===== src/rtl/color_reg_bank.sv =====
module color_reg_bank #(
  parameter int DW = 8,
  parameter int AW = 4,
  parameter logic [AW-1:0] WPTR_ADDR = 4'b0100,
  parameter logic [AW-1:0] DATA_ADDR = 4'b0101,
  parameter logic [AW-1:0] RPTR_ADDR = 4'b0111
) (
  input  logic          clk,
  input  logic          rst_n,
  input  logic          bus_wr,
  input  logic          bus_rd,
  input  logic [AW-1:0] bus_addr,
  input  logic [DW-1:0] bus_wdata,
  output logic [DW-1:0] bus_rdata,
  output logic [3*DW-1:0] border_rgb,
  output logic [3*DW-1:0] cursor_a_rgb,
  output logic [3*DW-1:0] cursor_b_rgb,
  output logic [3*DW-1:0] cursor_c_rgb
);
  localparam int NCOL = 4;
  localparam int IW = $clog2(NCOL);
  localparam int CW = 3 * DW;

  logic [CW-1:0] col [NCOL];
  logic [IW-1:0] ptr;
  logic [1:0]    step;
  logic [DW-1:0] cur_byte;

  wire ptr_wr  = bus_wr && (bus_addr == WPTR_ADDR || bus_addr == RPTR_ADDR);
  wire data_wr = bus_wr && bus_addr == DATA_ADDR;
  wire rd_only = bus_rd && !bus_wr;
  wire data_rd = rd_only && bus_addr == DATA_ADDR;
  wire advance = data_wr || data_rd;
  wire at_blue = step == 2'd2;
  wire [IW-1:0] ptr_nxt = (ptr == IW'(NCOL - 1)) ? '0 : ptr + 1'b1;

  assign border_rgb   = col[0];
  assign cursor_a_rgb = col[1];
  assign cursor_b_rgb = col[2];
  assign cursor_c_rgb = col[3];

  always_comb begin
    case (step)
      2'd0:    cur_byte = col[ptr][3*DW-1:2*DW];
      2'd1:    cur_byte = col[ptr][2*DW-1:DW];
      default: cur_byte = col[ptr][DW-1:0];
    endcase
  end

  always_ff @(posedge clk or negedge rst_n) begin
    if (!rst_n) begin
      ptr  <= '0;
      step <= 2'd0;
    end else if (ptr_wr) begin
      ptr  <= bus_wdata[IW-1:0];
      step <= 2'd0;
    end else if (advance) begin
      step <= at_blue ? 2'd0 : step + 2'd1;
      if (at_blue) ptr <= ptr_nxt;
    end
  end

  always_ff @(posedge clk or negedge rst_n) begin
    if (!rst_n) begin
      for (int c = 0; c < NCOL; c++) col[c] <= '0;
    end else if (data_wr) begin
      case (step)
        2'd0:    col[ptr][3*DW-1:2*DW] <= bus_wdata;
        2'd1:    col[ptr][2*DW-1:DW]   <= bus_wdata;
        default: col[ptr][DW-1:0]      <= bus_wdata;
      endcase
    end
  end

  always_ff @(posedge clk or negedge rst_n) begin
    if (!rst_n)       bus_rdata <= '0;
    else if (rd_only) bus_rdata <= data_rd ? cur_byte : '0;
  end

  a_r2_ptr_load: assert property (@(posedge clk) disable iff (!rst_n)
    ptr_wr |=> (step == 2'd0 && ptr == $past(bus_wdata[IW-1:0])));

  a_r3_step_legal: assert property (@(posedge clk) disable iff (!rst_n)
    step != 2'd3);

  a_r4_wrap: assert property (@(posedge clk) disable iff (!rst_n)
    (advance && !ptr_wr && at_blue && ptr == IW'(NCOL - 1)) |=> (ptr == '0 && step == 2'd0));

  a_r5_hold: assert property (@(posedge clk) disable iff (!rst_n)
    !data_wr |=> ($stable(border_rgb) && $stable(cursor_a_rgb) &&
                  $stable(cursor_b_rgb) && $stable(cursor_c_rgb)));

  a_r8_rd_other: assert property (@(posedge clk) disable iff (!rst_n)
    (rd_only && bus_addr != DATA_ADDR) |=> (bus_rdata == '0 && $stable(ptr) && $stable(step)));

  a_r9_wr_wins: assert property (@(posedge clk) disable iff (!rst_n)
    (bus_wr && bus_rd) |=> $stable(bus_rdata));
endmodule


===== config.mk =====
export PLATFORM = sky130hd
export DESIGN_NAME = color_reg_bank
export DESIGN_NICKNAME = d
export VERILOG_FILES = /design/src/rtl/color_reg_bank.sv
export SDC_FILE = /design/constraint.sdc
export NUM_CORES = 1
export LEC_CHECK = 0
export ABC_AREA = 1
export BUFFER_PORTS_ARGS = -buffer_cell sky130_fd_sc_hd__clkbuf_2
export CORE_MARGIN = 5
export CORE_UTILIZATION = 54
export DETAILED_ROUTE_END_ITERATION = 8
export PLACE_DENSITY = 0.8
export SLEW_MARGIN = 20
export SYNTH_ARGS = -nofsm -noshare
export SYNTH_HDL_FRONTEND = slang
export SYNTH_SLANG_ARGS = --single-unit

===== constraint.sdc =====
create_clock -name clk -period 2.67 [get_ports clk]
set_clock_uncertainty 0.1 [all_clocks]
set_input_delay 0.1335 -clock clk [delete_from_list [all_inputs] [get_ports clk]]
set_output_delay 0.1335 -clock clk [all_outputs]
set_load 0.03 [all_outputs]

==> results of run 1 <==
stage by stage:
| step | setup WS (ns) | power, mW | cell area (um2) | hold slack [ns] | std cells |
|---|---|---|---|---|---|
| final | 0.6573 | 6.311 | 6290 | 0.01954 | 926 |
| after global routing | 0.5452 | 6.690 | 6290 | 0.02793 | 926 |
| after CTS | 0.6759 | 6.302 | 6290 | 0.01350 | 926 |
| after detailed placement | 0.7201 | 5.340 | 6053 | 0.06352 | 905 |
| after global placement | 0.7299 | 5.288 | 6053 | 0.06605 | 905 |
| after floorplan | 0.8169 | 4.346 | 5394 | -0.2621 | 673 |
cell type report:
type	instances	area share [%]
sequential	108	42.99
timing repair buffer	134	11.50
inverter	69	4.237
multi-input combinational	466	35.67
tap	133	2.646
clock inverter	6	0.7758
clock buffer	10	2.188
repair_timing:
item / in CTS / in global routing
gates resized for setup: 0 / 0
endpoints found under the setup margin: 0 / 0
hold endpoints to repair: 52 / 0
buffers inserted: 0 / 0
hold buffers: 5 / 0
kinds of logic after synthesis:
kind of cell / share of synthesized area, %
AO/OA/AOI/OAI: 11.30
adder cells (fa/ha/maj): 1.856
buffers and inverters: 8.304
flip-flops: 50.10
AND/OR/NAND/NOR: 28.44
power by group:
part	total [mW]	switching (mW)	internal, mW
clock	0.966	0.595	0.371
sequential	2.32	0.333	1.98
combinational	3.03	2.17	0.854
total	6.31	3.10	3.21
layout by cell type, fill, tap and decap left out:
cell type      Yosys  final
nand4_1            8      8
a21oi_1           24     24
nand3_4            1      1
inv_8              0      1
clkinv_1           1      1
nor2_2             1      1
o211ai_1           4      4
dfrtp_2            0      1
nand2_1          219    219
ha_1               8      8
dfrtp_1          108    107
inv_2              4      4
o21a_1            12     12
a21oi_2            9      9
clkbuf_8           0     10
o31ai_1            4      4
clkbuf_2           0    118
nand2_2            7      7
clkinvlp_4         0      5
nor4_1             1      1
or2_2              1      1
o21ai_0           19     19
nand2_4            4      4
inv_4              3      3
dlygate4sd3_1      0      5
o21ai_1           33     33
nor2_4             3      3
inv_1             61     61
nand3_1           58     58
nand3_2            4      4
buf_4              2     11
nor2_1            46     46
metal layers:
metal,wire (um),GRT usage [%],part of all wire [%],up-vias
met5,0,0,0,-
met4,384,9.350,2.3,0
met3,1503,5.285,9.1,36
met2,7792,47.70,47,256
met1,6864,38.73,41,2421
li1,-,-,-,2370
worst paths after layout:
path	startpoint	end	slack, ns	cells after the start
min reg2reg	bus_rdata[4]	bus_rdata[4]	0.40	2
max reg2reg	ptr[0]	register	0.66	6
min	bus_wdata[5]	register	0.02	3
max in group asynchronous	rst_n	async pin	1.53	3
max	ptr[0]	register	0.66	6
min in group asynchronous	rst_n	async pin	0.18	2
worst max-delay path, delay by kind of cell (launching register included):
kind                     cells  cell delay [ns]
flip-flops                   1             0.37
AO/OA/AOI/OAI                1             0.11
AND/OR/NAND/NOR              3             0.50
buffers and inverters        1             0.38
adder cells (fa/ha/maj)      1             0.43
==> impl_metrics.ini, run 1 <==
[run_status]
status = completed

[sta]
finalHoldViolations = 0
clock.fmax_mhz = 496.9
min_period_over_period_pct = 75.38
slew_headroom_pct = 58.17
tns_ns = 0
worst_slew_pin_slew_ns = 0.6274
rsz0062_at_grt = false
final-setup-viol-count = 0
slew_viol_final = 0
min_period_ns = 2.013

[cells_and_area]
drive_above_1_share_pct = 23.08
fillers = 879
multi_input_area_um2 = 2243
diodes = 0
regArea_um2 = 2704
area_growth_pct = 16.61
fin_nets = 812
post-route-util_pct = 64.35

[floorplanning]
die_y_um = 109.9
row_count = 36
start_util_pct = 55.18
core_area_um2 = 9774
die_w_um = 109.9
io_pins = 120
die-area_um2 = 12090

[yosys]
netlist_instances = 673
ys_seq_area_share_pct = 50.10
yosysWarnings = 0
synth-main-ff-cell = dfrtp_1
async_flop_share_pct = 100.0
synth_most_common_cell = nand2_1
synth_top_area_share_pct = 50.10
netlist_area_um2 = 5394
synth-edff-count = 0
synthTopCellsByCount = 219 x nand2_1, 108 x dfrtp_1, 61 x inv_1, 58 x nand3_1, 46 x nor2_1
synth_area_leaders = dfrtp_1 50%, nand2_1 15%, nand3_1 5.4%, inv_1 4.2%, nor2_1 3.2%
ys_ff_latch = 108
synth_nets = 697
avgSynthCellArea_um2 = 8.015
synth_cell_types = 29
yosysTopAreaCell = dfrtp_1

[routing]
first_iter_violations = 473
drt-total-wl_mm = 16.55
drt_first_pass_iters = 5
postRouteAntennaNets = 0
route.detailed.drc = 0
avgViaCountPerCell = 5.489
vias = 5083
route.detailed.wl_per_inst_um = 17.87

[pwr]
power.density_nw_per_um2 = 1003
ir_worst_vdd_uv = 478.2
leakagePower_nw = 3.327

[clock_tree]
cts_buffer_depth = 2
clockRootBuffer = clkbuf_8
clock_sinks = 108
clk_latency_ns = 0.40
path_clk_slew_ns = 0.11
cts_tree = yes
htree_levels = 3
cts_buffers = 9

[hold_path]
hold_path.class = in -> reg

[grt]
first_global_vias = 4968
grt_start_max_net_pins = 42
grt_use_total_pct = 28.95
antenna_found_initial = 0
overflow = 0
grt_pass1_wl_mm = 26.33

[worst_setup_path]
start_kind = register
crit_top_cell = nand2_1
slowest_stage = ha_1
slowest_delay_ns = 0.43
cp.arrival_ns = 2.20
critPathKind = reg -> reg
critical_path_peak_fanout = 38
critical_path.cell_chain = buf_4, ha_1, nand2_1, nor2_4, nand2_1, o21a_1
worst_setup_path_end_kind = register
cp_data_required_time_ns = 2.85

[place]
place.gp.congestion = 0.9266
dp.final_hpwl_mm = 12.17
portBuffers = 119

[job]
cap_violations = 0
Note: power is estimated with default switching activity, not from simulation.
==> run 2, diff against run 1 <==
--- a/config.mk
+++ b/config.mk
@@ -8,9 +8,9 @@
 export ABC_AREA = 1
 export BUFFER_PORTS_ARGS = -buffer_cell sky130_fd_sc_hd__clkbuf_2
 export CORE_MARGIN = 5
-export CORE_UTILIZATION = 54
+export CORE_UTILIZATION = 49
 export DETAILED_ROUTE_END_ITERATION = 8
-export PLACE_DENSITY = 0.8
+export PLACE_DENSITY = 0.76
 export SLEW_MARGIN = 20
 export SYNTH_ARGS = -nofsm -noshare
 export SYNTH_HDL_FRONTEND = slang
==> constraint.sdc (replaced) <==
create_clock -name clk -period 1.6 [get_ports clk]
set_clock_uncertainty 0.1 [all_clocks]
set_input_delay 0.08 -clock clk [delete_from_list [all_inputs] [get_ports clk]]
set_output_delay 0.08 -clock clk [all_outputs]
set_load 0.03 [all_outputs]
==> impl_metrics.ini, run 2 (synthesis gave the netlist of run 1 again) <==
[run_status]
status = completed

[cells_and_area]
area_growth_pct = 24.89
final_cell_mix = 219 x nand2_1, 118 x clkbuf_2, 106 x dfrtp_1
drive_above_1_share_pct = 26.52
final_common_cell = nand2_1
fin_nets = 843
final_cells = 962
fillers = 902
diodes = 0

[sta]
min_period_ns = 1.551
final-setup-viol-count = 0
finalHoldViolations = 0
rsz0062_at_grt = true
slew_headroom_pct = 70.87
min_period_over_period_pct = 96.94
slew_viol_final = 0
tns_ns = 0
clock.fmax_mhz = 644.7
worst_slew_pin_slew_ns = 0.4365
fin_ws_ns = 0.04893

[clock_tree]
cts_buffer_depth = 2
clk_latency_ns = 0.37
htree_levels = 3
clock_sinks = 108
path_clk_slew_ns = 0.10
clockRootBuffer = clkbuf_8
cts_buffers = 9
cts_tree = yes

[pwr]
seqPwrFrac_pct = 35.0
pwr-share-clk_pct = 15.0
p_int_mw = 5.947
ir_worst_vdd_uv = 696.3
switching_share_pct = 46.55
power.density_nw_per_um2 = 1651
leakagePower_nw = 3.548
pwr-share-comb_pct = 50.0
finalPower_mw = 11.12
p_switching_mw = 5.178

[floorplanning]
io_pins = 120
start_util_pct = 49.98
die_y_um = 114.9
die_w_um = 114.9
die-area_um2 = 13210
row_count = 38
core_area_um2 = 10790

[grt]
grt_use_total_pct = 25.28
overflow = 0
grt_start_max_net_pins = 50
antenna_found_initial = 0
first_global_vias = 5077
grt_pass1_wl_mm = 26.15

[worst_setup_path]
critical_path.cell_chain = clkinv_2, ha_2, nand3_4, nand2_1, o21ai_1
slowest_stage = dfrtp_2
cp_data_required_time_ns = 1.74
cp.arrival_ns = 1.69
critical_path_peak_fanout = 12
critPathKind = reg -> reg
slowest_delay_ns = 0.47
r2r_setup_slack_ns = 0.05
start_kind = register
worst_setup_path_end_kind = register

[place]
place.gp.congestion = 0.8889
portBuffers = 119
dp.final_hpwl_mm = 12.61
place_inst = 937
dpl_worst_slack_ns = -0.2588

[job]
cap_violations = 0

[routing]
first_iter_violations = 436
route.detailed.drc = 0
vias = 5261
postRouteAntennaNets = 0
route.detailed.wl_per_inst_um = 17.49
drt-total-wl_mm = 16.83
drt_first_pass_iters = 6
avgViaCountPerCell = 5.469

[hold_path]
hold_path.class = in -> reg
## run 2: cell count changes in the layout (fill, tap and decap cells not counted), moves of 2 or more
cell / delta
nand2_4: +2
dlygate4sd3_1: +4
clkinvlp_4: -4
nand2_2: -3
clkinv_2: +2
buf_4: +18
buf_12: +7
ha_2: +4
ha_1: -4
nor2_4: +2
nand3_4: +2
## run 2: metal layers
metal / vias to the layer above / track usage, % / part of all wire [%]
li1: 2443 / - / -
met1: 2498 / 34.15 / 41
met2: 283 / 41.05 / 48
met3: 37 / 3.842 / 8.8
met4: 0 / 10.09 / 2.6
met5: - / 0 / 0
## run 2: power groups by stage
stage	sequential, mW	clock [mW]	combinational (mW)
after floorplan	4.85	0	2.44
after global placement	3.89	0	5.20
after detailed placement	3.92	0	5.28
after CTS	3.87	1.67	5.34
after global routing	3.95	1.78	6.01
final	3.89	1.67	5.56
## run 2: critical path: cells and delay by family, from the launching register on
| kind | cells | cell delay, ns |
|---|---|---|
| AOI/OAI and AO/OA | 1 | 0.07 |
| adders and majority gates | 1 | 0.33 |
| buffers and inverters | 1 | 0.14 |
| DFF | 1 | 0.47 |
| and+or+nand+nor | 2 | 0.31 |
## run 2: per-stage QoR
| step | instance area, um2 | hold WS, ns | util [%] |
|---|---|---|---|
| after floorplan | 5411 | -0.3156 | - |
| after global placement | 6334 | -0.08627 | 58.68 |
| after detailed placement | 6334 | -0.08546 | 58.68 |
| after CTS | 6639 | 0.03001 | 61.51 |
| after global routing | 6736 | 0.06188 | 62.42 |
| final | 6736 | 0.03913 | 62.42 |
## run 2: area by class of cell
| class | instances | area (um2) | share of cell area, % |
|---|---|---|---|
| clock buffers | 10 | 137.6 | 2.043 |
| clock inverters | 4 | 51.30 | 0.7615 |
| inverters | 69 | 267.8 | 3.975 |
| multi-input cells | 466 | 2325 | 34.51 |
| flip-flops and latches | 108 | 2705 | 40.16 |
| well taps | 140 | 175.2 | 2.600 |
| repair buffers | 165 | 1075 | 15.95 |
## run 2: worst paths after layout
check	startpoint	end	cells after the start
hold / removal	bus_rd	bus_rdata[7]	5
setup / recovery	ptr[1]	register	5
max in group asynchronous	rst_n	async pin	3
min in group asynchronous	rst_n	async pin	2
hold reg to reg	bus_rdata[5]	bus_rdata[5]	2
setup reg to reg	ptr[1]	register	5
## run 2: timing repair
action	4_1_cts	5_1_grt
cloned	0	1
pin swaps	1	2
hold buffers	9	0
setup buffers	0	1
resized for setup	4	15
setup endpoints to repair	3	72
hold endpoints to repair	145	0
